`config.mk`:
```
export PLATFORM = sky130hd
export DESIGN_NAME = psum_ring_accum
export DESIGN_NICKNAME = d
export VERILOG_FILES = /design/src/rtl/psum_pkg.sv /design/src/rtl/psum_add_pipe.sv /design/src/rtl/psum_ring_store.sv /design/src/rtl/psum_ctrl.sv /design/src/rtl/psum_ring_accum.sv
export SDC_FILE = /design/constraint.sdc
export NUM_CORES = 1
export LEC_CHECK = 0
export BUFFER_PORTS_ARGS = -buffer_cell sky130_fd_sc_hd__buf_2
export CORE_MARGIN = 1.5
export CORE_UTILIZATION = 60
export DETAILED_ROUTE_END_ITERATION = 10
export PLACE_DENSITY_LB_ADDON = 0.25
export SYNTH_ARGS = -nofsm -noshare
export SYNTH_HDL_FRONTEND = slang
export SYNTH_SLANG_ARGS = --single-unit
```
`constraint.sdc`:
```
create_clock -name clk_i -period 4.3 [get_ports clk_i]
set_input_delay 1.29 -clock clk_i [delete_from_list [all_inputs] [get_ports clk_i]]
set_output_delay 1.29 -clock clk_i [all_outputs]
set_load 0.02 [all_outputs]
```
`src/rtl/psum_pkg.sv`:
```
package psum_pkg;
  typedef enum logic [1:0] {
    ST_IDLE  = 2'd0,
    ST_RUN   = 2'd1,
    ST_DRAIN = 2'd2
  } acc_state_e;
endpackage

```
`src/rtl/psum_add_pipe.sv`:
```
// Adder with LAT register stages; the stages advance only when en_i is high.
module psum_add_pipe #(
  parameter int SUM_W = 40,
  parameter int LAT   = 11
) (
  input  logic             clk_i,
  input  logic             rst_ni,
  input  logic             clr_i,
  input  logic             en_i,
  input  logic [SUM_W-1:0] a_i,
  input  logic [SUM_W-1:0] b_i,
  output logic [SUM_W-1:0] sum_o
);
  logic [SUM_W-1:0] stg_q [LAT];

  always_ff @(posedge clk_i or negedge rst_ni) begin
    if (!rst_ni) begin
      for (int s = 0; s < LAT; s++) stg_q[s] <= '0;
    end else if (clr_i) begin
      for (int s = 0; s < LAT; s++) stg_q[s] <= '0;
    end else if (en_i) begin
      stg_q[0] <= a_i + b_i;
      for (int s = 1; s < LAT; s++) stg_q[s] <= stg_q[s-1];
    end
  end

  assign sum_o = stg_q[LAT-1];
endmodule

```
`src/rtl/psum_ring_store.sv`:
```
// Storage slots that close the ring after the adder; zero slots when LAT == DEPTH.
module psum_ring_store #(
  parameter int SUM_W = 40,
  parameter int SLOTS = 1
) (
  input  logic             clk_i,
  input  logic             rst_ni,
  input  logic             clr_i,
  input  logic             en_i,
  input  logic [SUM_W-1:0] tail_i,
  output logic [SUM_W-1:0] head_o
);
  if (SLOTS == 0) begin : g_direct
    assign head_o = tail_i;
  end else begin : g_slots
    logic [SUM_W-1:0] slot_q [SLOTS];

    always_ff @(posedge clk_i or negedge rst_ni) begin
      if (!rst_ni) begin
        for (int s = 0; s < SLOTS; s++) slot_q[s] <= '0;
      end else if (clr_i) begin
        for (int s = 0; s < SLOTS; s++) slot_q[s] <= '0;
      end else if (en_i) begin
        slot_q[0] <= tail_i;
        for (int s = 1; s < SLOTS; s++) slot_q[s] <= slot_q[s-1];
      end
    end

    assign head_o = slot_q[SLOTS-1];
  end
endmodule

```
`src/rtl/psum_ctrl.sv`:
```
module psum_ctrl
  import psum_pkg::*;
#(
  parameter int SUM_W = 40,
  parameter int CNT_W = 16,
  parameter int DEPTH = 12
) (
  input  logic             clk_i,
  input  logic             rst_ni,
  input  logic             start_i,
  input  logic [CNT_W-1:0] count_i,
  input  logic             valid_i,
  input  logic [SUM_W-1:0] head_i,
  output logic             ring_clr_o,
  output logic             ring_en_o,
  output logic             feed_o,
  output logic             busy_o,
  output logic [SUM_W-1:0] result_o,
  output logic             done_o
);
  localparam int DCW = $clog2(DEPTH + 1);

  acc_state_e       state_q;
  logic [CNT_W-1:0] remain_q;
  logic [DCW-1:0]   dcnt_q;
  logic [SUM_W-1:0] red_q;
  logic [SUM_W-1:0] red_nxt;

  assign red_nxt    = red_q + head_i;
  assign ring_clr_o = (state_q == ST_IDLE) && start_i;
  assign feed_o     = (state_q == ST_RUN);
  assign ring_en_o  = ((state_q == ST_RUN) && valid_i) || (state_q == ST_DRAIN);
  assign busy_o     = (state_q != ST_IDLE);

  always_ff @(posedge clk_i or negedge rst_ni) begin
    if (!rst_ni) begin
      state_q  <= ST_IDLE;
      remain_q <= '0;
      dcnt_q   <= '0;
      red_q    <= '0;
      result_o <= '0;
      done_o   <= 1'b0;
    end else begin
      done_o <= 1'b0;
      unique case (state_q)
        ST_IDLE: begin
          if (start_i) begin
            if (count_i == '0) begin
              result_o <= '0;
              done_o   <= 1'b1;
            end else begin
              remain_q <= count_i;
              state_q  <= ST_RUN;
            end
          end
        end
        ST_RUN: begin
          if (valid_i) begin
            remain_q <= remain_q - 1'b1;
            if (remain_q == CNT_W'(1)) begin
              state_q <= ST_DRAIN;
              dcnt_q  <= DCW'(DEPTH);
              red_q   <= '0;
            end
          end
        end
        ST_DRAIN: begin
          red_q  <= red_nxt;
          dcnt_q <= dcnt_q - 1'b1;
          if (dcnt_q == DCW'(1)) begin
            result_o <= red_nxt;
            done_o   <= 1'b1;
            state_q  <= ST_IDLE;
          end
        end
        default: state_q <= ST_IDLE;
      endcase
    end
  end
endmodule

```
`src/rtl/psum_ring_accum.sv`:
```
module psum_ring_accum #(
  parameter int DATA_W = 32,
  parameter int SUM_W  = 40,
  parameter int CNT_W  = 16,
  parameter int DEPTH  = 12,
  parameter int LAT    = 11
) (
  input  logic              clk_i,
  input  logic              rst_ni,
  input  logic              start_i,
  input  logic [CNT_W-1:0]  count_i,
  input  logic              valid_i,
  input  logic [DATA_W-1:0] data_i,
  output logic [SUM_W-1:0]  result_o,
  output logic              done_o
);
  localparam int SLOTS = DEPTH - LAT;

  logic             ring_clr, ring_en, feed, busy;
  logic [SUM_W-1:0] ring_head, add_out, add_a, add_b;

  // during drain zeros re-enter the ring while the head is reduced
  assign add_a = feed ? ring_head : '0;
  assign add_b = feed ? SUM_W'(data_i) : '0;

  psum_add_pipe #(.SUM_W(SUM_W), .LAT(LAT)) u_add (
    .clk_i (clk_i),
    .rst_ni(rst_ni),
    .clr_i (ring_clr),
    .en_i  (ring_en),
    .a_i   (add_a),
    .b_i   (add_b),
    .sum_o (add_out)
  );

  psum_ring_store #(.SUM_W(SUM_W), .SLOTS(SLOTS)) u_store (
    .clk_i (clk_i),
    .rst_ni(rst_ni),
    .clr_i (ring_clr),
    .en_i  (ring_en),
    .tail_i(add_out),
    .head_o(ring_head)
  );

  psum_ctrl #(.SUM_W(SUM_W), .CNT_W(CNT_W), .DEPTH(DEPTH)) u_ctrl (
    .clk_i     (clk_i),
    .rst_ni    (rst_ni),
    .start_i   (start_i),
    .count_i   (count_i),
    .valid_i   (valid_i),
    .head_i    (ring_head),
    .ring_clr_o(ring_clr),
    .ring_en_o (ring_en),
    .feed_o    (feed),
    .busy_o    (busy),
    .result_o  (result_o),
    .done_o    (done_o)
  );
endmodule

```
==> results of run 1 <==
## worst max-delay path: stages, from the launching register on
cell and delay (ps):
dfrtp_1 490, nor2b_4 610, buf_4 280, buf_4 250, and2_1 170, ha_1 330
a21o_1 200, a21o_1 170, a21oi_1 200, o21ai_0 170, a31o_2 300, a2bb2oi_2 190
nor2_1 80, xor2_1 140, o21ai_0 150
## power by group through the flow
stage	clock network [mW]	logic [mW]	registers (mW)
2_1_floorplan	0	5.33	8.20
3_3_place_gp	0	6.59	8.65
3_5_place_dp	0	6.73	8.72
4_1_cts	5.07	6.81	8.66
5_1_grt	5.27	7.58	8.89
6_report	4.95	6.82	8.69
## synthesized netlist by cell type (9+ instances only)
cell	count
a31oi_1	13
inv_1	26
clkbuf_1	143
nor3_1	26
xor2_1	32
ha_1	75
nand2_1	193
a21o_1	41
nand2b_1	9
o21ai_0	125
nor2_1	70
a211oi_1	13
o21a_1	10
a21oi_1	89
buf_2	10
a22o_1	455
dfrtp_1	583
and2_1	69
nand3_1	31
o31ai_1	10
nor2b_1	10
and3_1	10
nand4_1	11
xnor2_1	35
## final cells by class
type	count	area [sq um]	area share [%]
inverter	26	97.6	0.343
multi-input combinational	1444	10200	36.0
tap	539	674	2.37
timing repair buffer	134	948	3.34
clock inverter	13	173	0.607
sequential	583	14600	51.3
clock buffer	88	1720	6.06
antenna	1	2.50	0.00880
## through the flow
step	setup WS, ps	hold WS (ps)	area (sq um)	util [%]
final	466	469	28400	67.8
after floorplan	370	450	25500	-
after CTS	453	475	28400	67.8
after detailed placement	-43.0	459	26500	63.3
after global routing	164	494	28400	67.8
after global placement	7.12	455	26500	63.3
## per-layer routing
metal | global-route usage, % | vias up
li1 | - | 8286
met1 | 41.5 | 8970
met2 | 37.8 | 418
met3 | 4.06 | 90
met4 | 7.70 | 0
met5 | 0 | -
## cells in the final DEF, fill, tap and decap left out, types with 5 or more instances in the layout
| master | synthesis | layout |
|---|---|---|
| clkinv_2 | 0 | 6 |
| o21bai_1 | 8 | 8 |
| or2_2 | 4 | 5 |
| xnor2_1 | 35 | 35 |
| o21ai_0 | 125 | 125 |
| nor3_1 | 26 | 26 |
| clkbuf_1 | 143 | 14 |
| nand4_1 | 11 | 11 |
| inv_1 | 26 | 26 |
| buf_4 | 0 | 29 |
| ha_1 | 75 | 75 |
| or3_1 | 7 | 7 |
| and2_1 | 69 | 69 |
| nand3b_1 | 5 | 5 |
| o21a_1 | 10 | 9 |
| nand3_1 | 31 | 31 |
| nand2b_1 | 9 | 9 |
| a22o_1 | 455 | 455 |
| and3_1 | 10 | 10 |
| nor4_1 | 8 | 8 |
| dfrtp_1 | 583 | 583 |
| nor2b_1 | 10 | 9 |
| buf_2 | 10 | 91 |
| clkbuf_8 | 0 | 16 |
| clkbuf_16 | 0 | 58 |
| buf_12 | 0 | 13 |
| a31oi_1 | 13 | 13 |
| xor2_1 | 32 | 32 |
| o22ai_1 | 5 | 5 |
| o31ai_1 | 10 | 10 |
| o21ai_1 | 5 | 5 |
| nor2_1 | 70 | 69 |
| nand2_1 | 193 | 192 |
| a21oi_1 | 89 | 87 |
| a21o_1 | 41 | 41 |
| a211oi_1 | 13 | 13 |
## kinds of logic after synthesis
family,count (synthesis)
muxes,3
DFF,583
buffers and inverters,188
AOI/OAI and AO/OA,824
xor gates and xnor gates,67
adders and majority gates,77
and+or+nand+nor,473
## sequential cells by signal, indices dropped and copies added (netlist names)
register         count
u_add.stg_q        400
u_add.sum_o         40
u_ctrl.dcnt_q        4
u_ctrl.done_o        1
u_ctrl.red_q        40
u_ctrl.remain_q     16
u_ctrl.result_o     40
u_ctrl.state_q       2
u_store.head_o      40
## worst max path at each step
| stage | from | endpoint | slack (ps) |
|---|---|---|---|
| final | u_ctrl.state_q[1] | u_add.stg_q[438] | 470 |
| after global routing | u_ctrl.state_q[1] | u_add.stg_q[428] | 160 |
| after CTS | u_ctrl.state_q[1] | u_add.stg_q[438] | 450 |
| after detailed placement | data_i[0] | u_add.stg_q[428] | -40 |
| after global placement | data_i[0] | u_add.stg_q[428] | 7 |
| after floorplan | data_i[0] | u_add.stg_q[424] | 370 |
==> reports/metrics.csv, run 1 <==
stage,metric,value,unit
run_status,status,"finished, final reports clean",
drt,aggregate routed wire length,56700,microns
cts,CTS Buf Count,57,
worst_hold_path,Hold Crit Endpoint,u_ctrl.result_o[8],
sta,Fmax achieved,261,MHz
synthesis,Most used DFF post-synth,dfrtp_1,
cts,CTS max path bufs,3,
floorplan,die area,43700,sq um
floorplan,core area,41900,sq um
setup_path,crit start category,flop,
power,Psw,7.11,mW
floorplan,I/O Pins,93,
synthesis,"top cells by area, synth","dfrtp_1 57%, a22o_1 16%, ha_1 3.7%, nand2_1 2.8%, o21ai_0 2.5%",
setup_path,worst-case reg-to-reg path depth,14,
synthesis,number of synthesized register bits,583,
power,peak supply drop,505,uV
power,Internal Power,13.3,mW
setup_path,RR Startpoint,u_ctrl.state_q[1],
drt,drt pass-1 iters,5,
setup_path,CP Max Fanout,31,
worst_hold_path,WHS Path Cells,2,
cts,H-tree depth,2,
power,LEAKAGE,13.8,nW
placed_design,placed cell count,2726,
global_routing,largest net degree at the start of global routing,120,
synthesis,Synth Area in Adders,3.84,%
synthesis,Post-Syn Area,25500,sq um
synthesis,Synth Warn #,0,
final_layout,fin nets,2375,
synthesis,"Seq/Total Area, Yosys",57.2,%
cts,cts hold-fix bufs,0,
sta,"Hold Vio Cnt, Final",0,
setup_path,critical path endpoint category,flop,
cts,later-pin clock latency in the skew report,620,ps
power,Power per Cell Area,719,nW/um^2
synthesis,Syn Inst Count,2215,
sta,Final period util,89.2,%
sta,Max Slew Vio Count,0,
synthesis,largest family of logic cells by synthesized area,compound AO/OA/AOI/OAI gates,
setup_path,critical setup path kind,flop to flop,
setup_path,R2R setup slack,470,ps
synthesis,Synth Area in Simple Gates,8.98,%
power,clock share of power,24.2,%
synthesis,"Distinct cells, synth",71,
power,Comb power frac,33.3,%
synthesis,Post-synth EDFFs,0,
synthesis,share of the synthesized area in the top cell type,57.2,%
synthesis,complex-gate fraction of the synthesized area,24.7,%
synthesis,post-synthesis xor/xnor area fraction,2.30,%
final_layout,Layout area overhead,11.5,%
sta,Worst Skew,26.3,ps
placed_design,PortBufs,92,
drt,average wire per cell in the routed design,20.0,microns
floorplan,Core Rows,75,
drt,met3 WL,2760,microns
sta,minimum clock period,3830,ps
final_layout,layout cells sized above 1,11.0,%
floorplan,Die Ht,209,microns
power,Switching Fraction,34.8,%
worst_hold_path,HP Start,u_ctrl.result_o[8],
floorplan,Die W,209,microns
synthesis,Post-Syn Nets,2344,
sta,Slew @ Worst Pin,751,ps
synthesis,Syn Area/Cell,11.5,sq um
cts,CTS tree,built,
placed_design,post-DP HPWL,37600,microns
power,Sequential Power Share,42.5,%
drt,Highest Signal Layer,met4,
sta,# setup viols final,0,
synthesis,Synth async-reset ratio,100,%
drt,Final ANT Viol Nets,0,
sta,Slew headroom,49.9,%
global_routing,total track usage,26.4,%
cts,Clock Root Buffer,clkbuf_16,
worst_hold_path,Hold Crit Class,flop to flop,
setup_path,CP arrival,4380,ps
job,Max-cap violations,0,
synthesis,mux cell area share after synthesis,0.128,%
global_routing,vias in the first global route,17200,
sta,final setup TNS,0,ps
cts,clock-pin slew of the registers on the worst-case setup and hold paths,60,ps
power,Total Power,20.5,mW
setup_path,Worst R2R End,u_add.stg_q[438],
sta,RSZ-0062 raised after global routing,false,
global_routing,initial antenna violation count,2,
cts,CTS Sinks,583,
cts,# resized after CTS,0,
drt,Remaining DRCs,0,
final_layout,# fillers,3134,
final_layout,post-route insts no fill,2828,
synthesis,Yosys top cell by area,dfrtp_1,
cts,Post-CTS Setup Bufs,0,
global_routing,GRT overflow,0,
global_routing,first-pass GRT wire length,92500,microns
drt,Via density,6.28,
floorplan,initial core utilization,60.8,%
placed_design,GP Congestion,0.877,
drt,initial DRC count,1711,
drt,WL met1,28200,microns
drt,met2 WL,24400,microns
drt,vias post-DR,17800,
setup_path,CP required,4840,ps
Power figures use the tool's default switching activity.
==> run 2: changes to the inputs <==
--- a/config.mk
+++ b/config.mk
@@ -8,6 +8,7 @@
 export BUFFER_PORTS_ARGS = -buffer_cell sky130_fd_sc_hd__buf_2
 export CORE_MARGIN = 1.5
 export CORE_UTILIZATION = 60
+export CTS_BUF_LIST = sky130_fd_sc_hd__clkbuf_16
 export DETAILED_ROUTE_END_ITERATION = 10
 export PLACE_DENSITY_LB_ADDON = 0.25
 export SYNTH_ARGS = -nofsm -noshare
==> reports/metrics.csv, run 2 (synthesis results as in run 1) <==
stage,metric,value,unit
run_status,status,"finished, final reports clean",
final_layout,"most common cell after layout, fill and taps aside",dfrtp_1,
setup_path,"delay-heaviest family, CP",compound AO/OA/AOI/OAI gates,
sta,Fmax achieved,261,MHz
sta,minimum clock period,3830,ps
cts,later-pin clock latency in the skew report,630,ps
global_routing,gr busiest metal,met1,
placed_design,GP Congestion,0.877,
setup_path,critical path endpoint category,flop,
floorplan,initial core utilization,60.8,%
setup_path,CP required,4850,ps
sta,RSZ-0062 raised after global routing,false,
floorplan,die area,43700,sq um
setup_path,RR Startpoint,u_ctrl.state_q[1],
power,Power per Cell Area,712,nW/um^2
worst_hold_path,HP Start,u_ctrl.result_o[8],
global_routing,met2 Usage GRT,38.0,%
final_layout,fin nets,2375,
drt,initial DRC count,1702,
floorplan,core area,41900,sq um
drt,Remaining DRCs,0,
floorplan,Core Rows,75,
drt,aggregate routed wire length,56800,microns
worst_hold_path,Hold Crit Endpoint,u_ctrl.result_o[8],
setup_path,critical path depth in cells,14,
final_layout,Largest register FFs,400,
cts,CTS Sinks,583,
power,LEAKAGE,13.8,nW
cts,cts hold-fix bufs,0,
job,Max-cap violations,0,
setup_path,Max stage delay on crit path,610,ps
final_layout,register name with the most flops,u_add.stg_q,
placed_design,post-DP HPWL,37600,microns
floorplan,I/O Pins,93,
setup_path,buffers and inverters on the worst path,2,
drt,vias post-DR,17800,
setup_path,CP arrival,4380,ps
cts,Post-CTS Setup Bufs,0,
sta,"Hold Vio Cnt, Final",0,
global_routing,initial antenna violation count,2,
setup_path,critical setup path kind,flop to flop,
setup_path,crit start category,flop,
drt,drt pass-1 iters,5,
cts,H-tree depth,2,
worst_hold_path,Hold Crit Class,flop to flop,
floorplan,Die Ht,209,microns
final_layout,final core occ,67.4,%
power,peak supply drop,391,uV
worst_hold_path,WHS Path Cells,2,
drt,average wire per cell in the routed design,20.1,microns
cts,CTS max path bufs,3,
placed_design,DP Area,26500,sq um
drt,Final ANT Viol Nets,0,
power,Total Power,20.1,mW
final_layout,Layout area overhead,10.9,%
sta,Max Slew Vio Count,0,
setup_path,worst-case reg-to-reg path depth,14,
setup_path,CP Cell Sequence,nor2b_4 -> buf_4 -> buf_4 -> and2_1 -> ha_1 -> a21o_1 -> a21o_1 -> a21oi_1 -> o21ai_0 -> a31o_2 -> a2bb2oi_2 -> nor2_1 -> xor2_1 -> o21ai_0,
global_routing,routing usage on met1,41.8,%
setup_path,Worst R2R End,u_add.stg_q[438],
sta,# setup viols final,0,
sta,Worst Skew,35.7,ps
cts,clock-pin slew of the registers on the worst-case setup and hold paths,70,ps
setup_path,Slowest cell on crit path,nor2b_4,
sta,hold_ws,468,ps
final_layout,layout cells sized above 1,10.3,%
floorplan,Die W,209,microns
cts,Clock Root Buffer,clkbuf_16,
setup_path,CP Max Fanout,31,
final_layout,final design area excluding fillers,28300,sq um
sta,Slew @ Worst Pin,750,ps
placed_design,PortBufs,92,
drt,Via density,6.29,
cts,CTS Buf Count,57,
global_routing,first-pass GRT wire length,92700,microns
setup_path,R2R setup slack,470,ps
global_routing,met3 usage,3.85,%
sta,Final period util,89.0,%
global_routing,largest net degree at the start of global routing,120,
global_routing,total track usage,26.4,%
cts,CTS tree,built,
cts,# resized after CTS,0,
final_layout,"commonest non-fill, non-tap cells in the layout","583 x dfrtp_1, 455 x a22o_1, 192 x nand2_1",
global_routing,vias in the first global route,17200,
final_layout,# fillers,3170,
global_routing,GRT overflow,0,
sta,Slew headroom,50.0,%
[run 2: worst min-delay path, stage by stage, from the launching register on]
cell and delay, ps:
dfrtp_1 340, nand2_1 50, nand2_1 50
[run 2: how the worst max path moves through the flow]
stage                 startpoint                to
2_1_floorplan          data_i[0]  u_add.stg_q[424]
3_3_place_gp           data_i[0]  u_add.stg_q[428]
3_5_place_dp           data_i[0]  u_add.stg_q[428]
4_1_cts        u_ctrl.state_q[1]  u_add.stg_q[438]
5_1_grt        u_ctrl.state_q[1]  u_add.stg_q[428]
6_report       u_ctrl.state_q[1]  u_add.stg_q[438]
[run 2: report_power, final]
part           internal [mW]  switching (mW)
Combinational           3.12            3.71
Clock                   2.56            2.06
Sequential              7.35            1.34
Total                   13.0            7.11
[run 2: routing by layer]
metal  up-vias  share of wire (%)
met5         -                  0
met4         0                2.2
met3        80                5.1
met2       433                 43
met1      8983                 49
li1       8280                  -
[run 2: stage by stage]
stage	std cells	worst slack, ps	setup TNS (ps)
CTS	2827	455	0
finish	2828	473	0
global placement	2726	7.12	0
floorplan	2215	370	0
global route	2828	164	0
detailed placement	2726	-43.0	-45.2
[run 2: area by class of cell]
cell class,instances,area (sq um),share of cell area [%]
Tap cell,539,674,2.39
Timing Repair Buffer,134,948,3.35
Antenna cell,1,2.50,0.00885
Clock inverter,43,285,1.01
Sequential cell,583,14600,51.6
Inverter,26,97.6,0.345
Clock buffer,58,1450,5.13
Multi-Input combinational cell,1444,10200,36.2
==> run 3: changes to the inputs <==
--- a/config.mk
+++ b/config.mk
@@ -10,7 +10,7 @@
 export CORE_UTILIZATION = 60
 export CTS_BUF_LIST = sky130_fd_sc_hd__clkbuf_16
 export DETAILED_ROUTE_END_ITERATION = 10
-export PLACE_DENSITY_LB_ADDON = 0.25
+export PLACE_DENSITY = 0.78
 export SYNTH_ARGS = -nofsm -noshare
 export SYNTH_HDL_FRONTEND = slang
 export SYNTH_SLANG_ARGS = --single-unit
==> reports/metrics.csv, run 3 (synthesis results as in run 1) <==
stage,metric,value,unit
setup_path,R2R setup slack,500,ps
sta,Slew @ Worst Pin,860,ps
floorplan,core area,41900,sq um
cts,CTS tree,built,
floorplan,die area,43700,sq um
final_layout,# fillers,3098,
worst_hold_path,Hold Crit Class,flop to flop,
setup_path,CP required,4800,ps
global_routing,total track usage,27.0,%
cts,Clock Root Buffer,clkbuf_16,
setup_path,Worst R2R End,u_add.stg_q[432],
cts,later-pin clock latency in the skew report,640,ps
sta,hold_ws,469,ps
cts,H-tree depth,2,
power,Power per Cell Area,718,nW/um^2
final_layout,Antenna Cells,0,
setup_path,Slowest cell on crit path,nor2b_4,
setup_path,critical path endpoint category,flop,
final_layout,Layout area overhead,11.5,%
floorplan,Core Rows,75,
setup_path,CP Cell Sequence,nor2b_4 -> buf_12 -> and2_1 -> ha_1 -> a21o_1 -> a211o_1 -> a21oi_1 -> or4_1 -> o211a_1 -> buf_4 -> o31a_1 -> xor2_1 -> a22o_1,
cts,# resized after CTS,0,
setup_path,crit start category,flop,
global_routing,largest net degree at the start of global routing,119,
setup_path,critical setup path kind,flop to flop,
run_status,status,"finished, final reports clean",
cts,Post-CTS Setup Bufs,0,
cts,CTS Sinks,583,
floorplan,initial core utilization,60.8,%
global_routing,initial antenna violation count,1,
setup_path,CP arrival,4310,ps
setup_path,crit path capture,u_add.stg_q[432],
drt,average wire per cell in the routed design,20.4,microns
global_routing,GRT overflow,0,
sta,RSZ-0062 raised after global routing,false,
drt,drt pass-1 iters,5,
floorplan,Die Ht,209,microns
setup_path,CP Max Fanout,45,
drt,vias post-DR,17900,
final_layout,"most common cell after layout, fill and taps aside",dfrtp_1,
final_layout,fin nets,2377,
setup_path,Max stage delay on crit path,580,ps
final_layout,"commonest non-fill, non-tap cells in the layout","583 x dfrtp_1, 455 x a22o_1, 192 x nand2_1",
sta,Max Slew Vio Count,0,
final_layout,register area,14600,sq um
setup_path,RR Startpoint,u_ctrl.state_q[1],
sta,final setup TNS,0,ps
cts,CTS max path bufs,3,
power,LEAKAGE,13.9,nW
cts,clock-pin slew of the registers on the worst-case setup and hold paths,60,ps
sta,# setup viols final,0,
global_routing,vias in the first global route,17300,
final_layout,Largest register FFs,400,
sta,minimum clock period,3800,ps
sta,"Hold Vio Cnt, Final",0,
floorplan,I/O Pins,93,
floorplan,Die W,209,microns
global_routing,first-pass GRT wire length,94500,microns
sta,Worst Skew,37.9,ps
setup_path,Worst Setup SP,u_ctrl.state_q[1],
drt,initial DRC count,1634,
final_layout,layout cells sized above 1,10.8,%
final_layout,register name with the most flops,u_add.stg_q,
cts,CTS Buf Count,57,
placed_design,PortBufs,92,
cts,cts hold-fix bufs,0,
sta,Fmax achieved,263,MHz
placed_design,GP Congestion,0.895,
drt,Via density,6.32,
placed_design,post-DP HPWL,38600,microns
sta,Final period util,88.4,%
power,Total Power,20.4,mW
drt,Final ANT Viol Nets,0,
job,Max-cap violations,0,
power,peak supply drop,415,uV
setup_path,worst-case reg-to-reg path depth,13,
drt,aggregate routed wire length,57700,microns
drt,Remaining DRCs,0,
final_layout,multi-input logic area,10200,sq um
sta,Slew headroom,42.6,%
final_layout,final core occ,67.8,%
## run 3: metrics by stage
stage               instance area [sq um]  worst slack, ps  std cells
global placement                    26600            -40.7       2728
CTS                                 28400              553       2832
finish                              28400              497       2832
floorplan                           25500              370       2215
detailed placement                  26600            -73.9       2728
global route                        28400              307       2832
## run 3: final cells by class
cell class              count  area share, %
well taps                 539           2.37
clock inverters            47           1.42
repair buffers            136           3.56
inverters                  26          0.343
multi-input cells        1444           36.0
flip-flops and latches    583           51.3
clock buffers              57           5.02
## run 3: routing by layer
metal	vias up	global-route usage, %	wire length [microns]
met5	-	0	0
met4	0	7.00	1050
met3	85	4.30	2800
met2	416	38.7	25200
met1	9123	42.8	28700
li1	8287	-	-
## run 3: where the power goes
part | leakage, nW | internal [mW] | total (mW) | switching, mW
Sequential | 7.62 | 7.35 | 8.69 | 1.34
Combinational | 5.31 | 3.12 | 6.91 | 3.79
Clock | 0.926 | 2.72 | 4.83 | 2.11
Total | 13.9 | 13.2 | 20.4 | 7.24
## run 3: worst min-delay path by stage
stage	startpoint	depth (start not counted)	end
floorplan	u_add.stg_q[439]	2	u_add.stg_q[439]
global placement	u_ctrl.result_o[7]	2	u_ctrl.result_o[7]
detailed placement	u_ctrl.result_o[3]	2	u_ctrl.result_o[3]
CTS	u_ctrl.result_o[3]	2	u_ctrl.result_o[3]
global route	u_add.stg_q[279]	1	u_add.stg_q[239]
finish	u_ctrl.result_o[3]	2	u_ctrl.result_o[3]
## run 3: worst max-delay path, delay by kind of cell (launching register included)
kind / cells / cell delay (ps)
adder cells (fa/ha/maj): 1 / 300
buffers and inverters: 2 / 450
AND/OR/NAND/NOR: 3 / 1160
AO/OA/AOI/OAI: 6 / 1200
flip-flops: 1 / 400
XOR/XNOR: 1 / 170
